## src/rtl/adpcm_voice_seq.sv

```systemverilog
module adpcm_voice_seq #(
  parameter int SHIFT = 8,
  localparam int NCH = 6,
  localparam int AW = 16 + SHIFT,
  localparam int OW = 12,
  localparam int MW = OW + 3
) (
  input  logic              clk,
  input  logic              rst_n,
  input  logic              wr_en,
  input  logic [5:0]        wr_addr,
  input  logic [7:0]        wr_data,
  output logic              mem_req,
  output logic [AW-1:0]     mem_addr,
  input  logic [7:0]        mem_data,
  output logic [NCH-1:0]    chan_playing,
  output logic [NCH*OW-1:0] chan_left,
  output logic [NCH*OW-1:0] chan_right,
  output logic [MW-1:0]     mix_left,
  output logic [MW-1:0]     mix_right
);

  logic [NCH-1:0] playing, nib;
  logic [7:0] dbyte [NCH];
  logic [AW-1:0] addr [NCH];
  logic signed [OW-1:0] acc [NCH];
  logic [3:0] sidx [NCH];
  logic [7:0] chcfg [NCH];
  logic [15:0] sreg [NCH];
  logic [15:0] ereg [NCH];
  logic [5:0] total_lvl;
  logic [2:0] ch;
  logic ph, fetched;

  wire cmd_wr = wr_en && wr_addr == 6'h00;
  wire [NCH-1:0] cmd_mask = cmd_wr ? wr_data[5:0] : '0;
  wire hit = cmd_mask[ch];
  wire vsel = wr_addr[2:0] < 3'd6;

  assign mem_req = !ph && playing[ch] && !nib[ch];
  assign mem_addr = addr[ch];
  assign chan_playing = playing;

  wire go = ph && playing[ch] && (nib[ch] || fetched);
  wire [3:0] code = nib[ch] ? dbyte[ch][3:0] : mem_data[7:4];
  wire [3:0] cur_idx = sidx[ch];
  wire [6:0] step = 7'({3'b001, cur_idx[1:0]} << cur_idx[3:2]);
  wire [10:0] prod = 11'(step * {code[2:0], 1'b1});
  wire [7:0] delta = prod[10:3];
  wire signed [13:0] acc_ext = acc[ch];
  wire signed [13:0] dl = $signed({6'b0, delta});
  wire signed [13:0] acc_sum = code[3] ? acc_ext - dl : acc_ext + dl;
  wire signed [OW-1:0] acc_new = acc_sum > 14'sd2047 ? 12'sd2047 :
                                 acc_sum < -14'sd2048 ? -12'sd2048 : acc_sum[OW-1:0];
  wire signed [5:0] adj = code[2] ? 6'sd2 + $signed({3'b0, code[1:0], 1'b0}) : -6'sd1;
  wire signed [5:0] idx_sum = $signed({2'b0, cur_idx}) + adj;
  wire [3:0] idx_new = idx_sum < 0 ? 4'd0 : idx_sum > 6'sd15 ? 4'd15 : idx_sum[3:0];
  wire [AW-1:0] last = {ereg[ch], {SHIFT{1'b1}}};

  always_ff @(posedge clk or negedge rst_n) begin
    if (!rst_n) begin
      ph <= 1'b0;
      ch <= '0;
      fetched <= 1'b0;
      playing <= '0;
      nib <= '0;
      total_lvl <= '0;
      for (int i = 0; i < NCH; i++) begin
        dbyte[i] <= '0;
        addr[i] <= '0;
        acc[i] <= '0;
        sidx[i] <= '0;
        chcfg[i] <= '0;
        sreg[i] <= '0;
        ereg[i] <= '0;
      end
    end else begin
      ph <= !ph;
      if (ph) ch <= (ch == 3'(NCH - 1)) ? 3'd0 : ch + 3'd1;
      fetched <= mem_req && !hit;
      if (go) begin
        acc[ch] <= acc_new;
        sidx[ch] <= idx_new;
        if (!nib[ch]) begin
          dbyte[ch] <= mem_data;
          nib[ch] <= 1'b1;
        end else begin
          nib[ch] <= 1'b0;
          if (addr[ch] == last) playing[ch] <= 1'b0;
          else addr[ch] <= addr[ch] + 1'b1;
        end
      end
      if (wr_en) begin
        case (wr_addr[5:3])
          3'd0: if (wr_addr[2:0] == 3'd1) total_lvl <= wr_data[5:0];
          3'd1: if (vsel) chcfg[wr_addr[2:0]] <= wr_data;
          3'd2: if (vsel) sreg[wr_addr[2:0]][7:0] <= wr_data;
          3'd3: if (vsel) sreg[wr_addr[2:0]][15:8] <= wr_data;
          3'd4: if (vsel) ereg[wr_addr[2:0]][7:0] <= wr_data;
          3'd5: if (vsel) ereg[wr_addr[2:0]][15:8] <= wr_data;
          default: ;
        endcase
      end
      for (int i = 0; i < NCH; i++) begin
        if (cmd_mask[i]) begin
          if (wr_data[7]) begin
            playing[i] <= 1'b0;
          end else begin
            playing[i] <= 1'b1;
            nib[i] <= 1'b0;
            acc[i] <= '0;
            sidx[i] <= '0;
            addr[i] <= {sreg[i], {SHIFT{1'b0}}};
          end
        end
      end
    end
  end

  for (genvar g = 0; g < NCH; g++) begin : g_out
    wire signed [17:0] scaled = acc[g] * $signed({1'b0, chcfg[g][4:0]});
    wire signed [17:0] shr = scaled >>> 5;
    assign chan_left[g*OW +: OW]  = chcfg[g][7] ? shr[OW-1:0] : '0;
    assign chan_right[g*OW +: OW] = chcfg[g][6] ? shr[OW-1:0] : '0;
  end

  logic signed [MW-1:0] sum_l, sum_r;
  always_comb begin
    sum_l = '0;
    sum_r = '0;
    for (int i = 0; i < NCH; i++) begin
      sum_l = sum_l + MW'($signed(chan_left[i*OW +: OW]));
      sum_r = sum_r + MW'($signed(chan_right[i*OW +: OW]));
    end
  end

  wire signed [MW+6:0] ml = sum_l * $signed({1'b0, total_lvl});
  wire signed [MW+6:0] mr = sum_r * $signed({1'b0, total_lvl});
  wire signed [MW+6:0] ml_s = ml >>> 6;
  wire signed [MW+6:0] mr_s = mr >>> 6;
  assign mix_left = ml_s[MW-1:0];
  assign mix_right = mr_s[MW-1:0];

endmodule


```

## config.mk

```make
export PLATFORM = sky130hd
export DESIGN_NAME = adpcm_voice_seq
export DESIGN_NICKNAME = d
export VERILOG_FILES = /design/src/rtl/adpcm_voice_seq.sv
export SDC_FILE = /design/constraint.sdc
export NUM_CORES = 2
export LEC_CHECK = 0
export BUFFER_PORTS_ARGS = -buffer_cell sky130_fd_sc_hd__buf_2
export CAP_MARGIN = 20
export CORE_AREA = 5 5 407 409
export CTS_CLUSTER_DIAMETER = 100
export DETAILED_ROUTE_END_ITERATION = 16
export DIE_AREA = 0 0 412 414
export SETUP_SLACK_MARGIN = 0.02
export SYNTH_ARGS = -nofsm -noshare
export SYNTH_HDL_FRONTEND = slang
export SYNTH_SLANG_ARGS = --single-unit
```

## constraint.sdc

```tcl
create_clock -name clk -period 29.5 [get_ports clk]
set_input_delay 2.95 -clock clk [delete_from_list [all_inputs] [get_ports clk]]
set_output_delay 2.95 -clock clk [all_outputs]
set_load 0.05 [all_outputs]
```

==> results.sh <==
export IMPL_chipWidth_um=412
export IMPL_vdd_ir_drop_max_v=0.000151
export IMPL_power_mw=4.77
export IMPL_drv_slew=0
export IMPL_path_clk_slew_ns=0.07
export IMPL_clock_path_buffers=3
export IMPL_finalHoldViolCount=0
export IMPL_io_buffers=229
export IMPL_critPathKind="flip-flop to primary output"
export IMPL_synth_edff_count=0
export IMPL_fin_cells=7320
export IMPL_synthesis_nets=5719
export IMPL_synth_seq_cells=521
export IMPL_max_freq_mhz=63.1
export IMPL_syn_to_final_growth_pct=11.3
export IMPL_post_cts_buffers=0
export IMPL_postSynthCellCount=4957
export IMPL_async_reset_ff_share_pct=100
export IMPL_post_synth_top_count_cell="inv_1"
export IMPL_cts_root_buf="clkbuf_16"
export IMPL_drc_errors=0
export IMPL_vias=35900
export IMPL_arrival_ns=12.89
export IMPL_setup_viol=0
export IMPL_rsz0062_at_grt="false"
export IMPL_synthDominantCellAreaShare_pct=27.1
export IMPL_synthTopCellsByArea="dfrtp_1 27%, fa_1 18%, ha_1 7.9%"
export IMPL_cts_resized_gates=0
export IMPL_status="complete, no violations"
export IMPL_ys_types=80
export IMPL_end_kind="primary output"
export IMPL_rows=148
export IMPL_relSlewSlack_pct=26.0
export IMPL_antenna_found_initial=7
export IMPL_clock_sinks=521
export IMPL_met2_length_mm=69.8
export IMPL_period_share_pct=53.7
export IMPL_dp_hpwl_mm=113
export IMPL_p_per_area_nw_per_um2=89.1
export IMPL_yosysTopAreaCell="dfrtp_1"
export IMPL_met1_length_mm=66.7
export IMPL_clk_latency_ns=0.64
export IMPL_die_h_um=414
export IMPL_tightest_slew_ns=1.09
export IMPL_path_common_cell="fa_1"
export IMPL_grt_pass1_wl_mm=233
export IMPL_crit_slowest_cell="fa_1"
export IMPL_wl_mm=151
export IMPL_tritoncts="yes"
export IMPL_power_leakage_nw=26.5
export IMPL_max_cap_viol_count=0
export IMPL_critPathMaxFanout=12
export IMPL_grt_max_degree=161
export IMPL_cts_buffers=55
export IMPL_ios=230
export IMPL_dpl_instance_area_um2=51600
export IMPL_wl_per_cell_um=20.7
export IMPL_synth_avg_cell_area_um2=9.70
export IMPL_final_core_util_pct=33.1
export IMPL_fin_area_um2=53500
export IMPL_layout_drive_gt1_share_pct=14.6
export IMPL_syn_area_um2=48100
export IMPL_drtAntennaViolNets=0
export IMPL_dp_cells=7204
export IMPL_max_stage_delay_ns=0.71
export IMPL_grt_pass1_vias=37400
export IMPL_fin_crit_ns=15.84
export IMPL_nets=5853
export IMPL_synth_main_ff_cell="dfrtp_1"
export IMPL_overflow=0
export IMPL_routed_top_layer="met4"
export IMPL_yosysWarnings=0
export IMPL_drt_iter0_markers=2698
export IMPL_drt_pass1_iterations=6
export IMPL_hold_path_class="flip-flop to flip-flop"
export IMPL_ys_seq_area_share_pct=27.1
export IMPL_grt_usage_pct=17.5
export IMPL_fin_tns_setup_ns=0
export IMPL_floorplan_die_area_um2=171000
export IMPL_cp_required_ns=26.55
export IMPL_vias_per_cell=4.91
export IMPL_cts_max_level=2
export IMPL_cts_hold_buf=0
export IMPL_coreArea_um2=162000
export IMPL_gp_congestion=0.941
export IMPL_finClkSkew_ns=0.0430
export IMPL_start_util_pct=29.7
export IMPL_yosys_top_cells_count="744 x inv_1, 521 x dfrtp_1, 520 x and2_1"
export IMPL_met3_length_mm=9.13
export IMPL_startpoint_type="flip-flop"
[worst paths after layout]
check                          endpoint  slack (ns)      from  cells past startpoint
max                        mix_left[14]       13.66  chcfg[8]                     47
min                            addr[20]        0.46  sreg[12]                      2
max reg2reg                     acc[15]       18.56     ch[0]                     29
min reg2reg                    addr[20]        0.46  sreg[12]                      2
max in group asynchronous      addr[49]       24.21     rst_n                      4
min in group asynchronous      ereg[65]        2.32     rst_n                      1
[routing by layer]
| metal | track usage [%] | vias to the layer above |
|---|---|---|
| met5 | 0 | - |
| met4 | 5.91 | 0 |
| met3 | 2.41 | 248 |
| met2 | 28.5 | 1048 |
| met1 | 24.0 | 18300 |
| li1 | - | 16300 |
[worst max-delay path, delay by kind of cell (launching register included)]
family / cells / cell delay [ns]
fa+ha+maj: 13 / 5.88
simple gates: 7 / 1.35
xor+xnor: 3 / 0.84
compound gates: 15 / 2.92
flops: 1 / 0.51
buf+inv: 9 / 0.73
[flip-flops by register name (all words and copies together) (netlist names)]
| signal | count |
|---|---|
| sidx | 24 |
| total_lvl | 6 |
| ereg | 96 |
| sreg | 96 |
| ch | 3 |
| addr | 144 |
| dbyte | 24 |
| nib | 6 |
| chan_playing | 6 |
| fetched | 1 |
| ph | 1 |
| acc | 72 |
| chcfg | 42 |
[final cells by class]
cell class                 count  area [µm²]
fill                       16500      108000
timing repair buffer         290        1690
tap                         2175        2720
sequential                   521       13000
clock buffer                  79        1600
multi-input combinational   3478       31400
clock inverter                23         270
inverter                     745        2800
antenna                        9        22.5
[metrics by stage]
step	setup slack [ns]	hold WS [ns]
CTS	13.57	0.470
finish	13.66	0.458
detailed placement	14.33	0.463
global placement	14.42	0.453
floorplan	15.10	0.444
global route	12.84	0.492
[power by group]
part | internal, mW | switching (mW)
combinational | 1.02 | 2.03
clock | 0.413 | 0.313
sequential | 0.830 | 0.154
[kinds of logic after synthesis]
group,count (synthesis),share of synthesized area (%)
compound gates,580,7.63
xor+xnor,219,4.01
fa+ha+maj,739,26.0
buf+inv,958,7.69
flops,521,27.1
mux,555,13.1
simple gates,1385,14.5
[cell usage in the layout (no fill, tap or decap), types with 27 or more instances in the layout]
cell type  Yosys  final
fa_1         434    434
mux2i_1      230    230
nand3_1       37     37
o211ai_1      40     40
a211oi_1      36     36
ha_1         303    303
buf_4         18     56
xor2_1        66     66
buf_2         13    228
and2_1       520    514
clkbuf_16      0     55
a21oi_1      171    171
nand2_1      488    488
xnor2_1      152    152
nor2_1       191    190
o21ai_0      159    159
mux2_2       295    295
dfrtp_1      521    519
mux4_2        28     28
inv_1        744    744
o21bai_1      27     27
No activity file was read; power rests on OpenSTA's default activity.
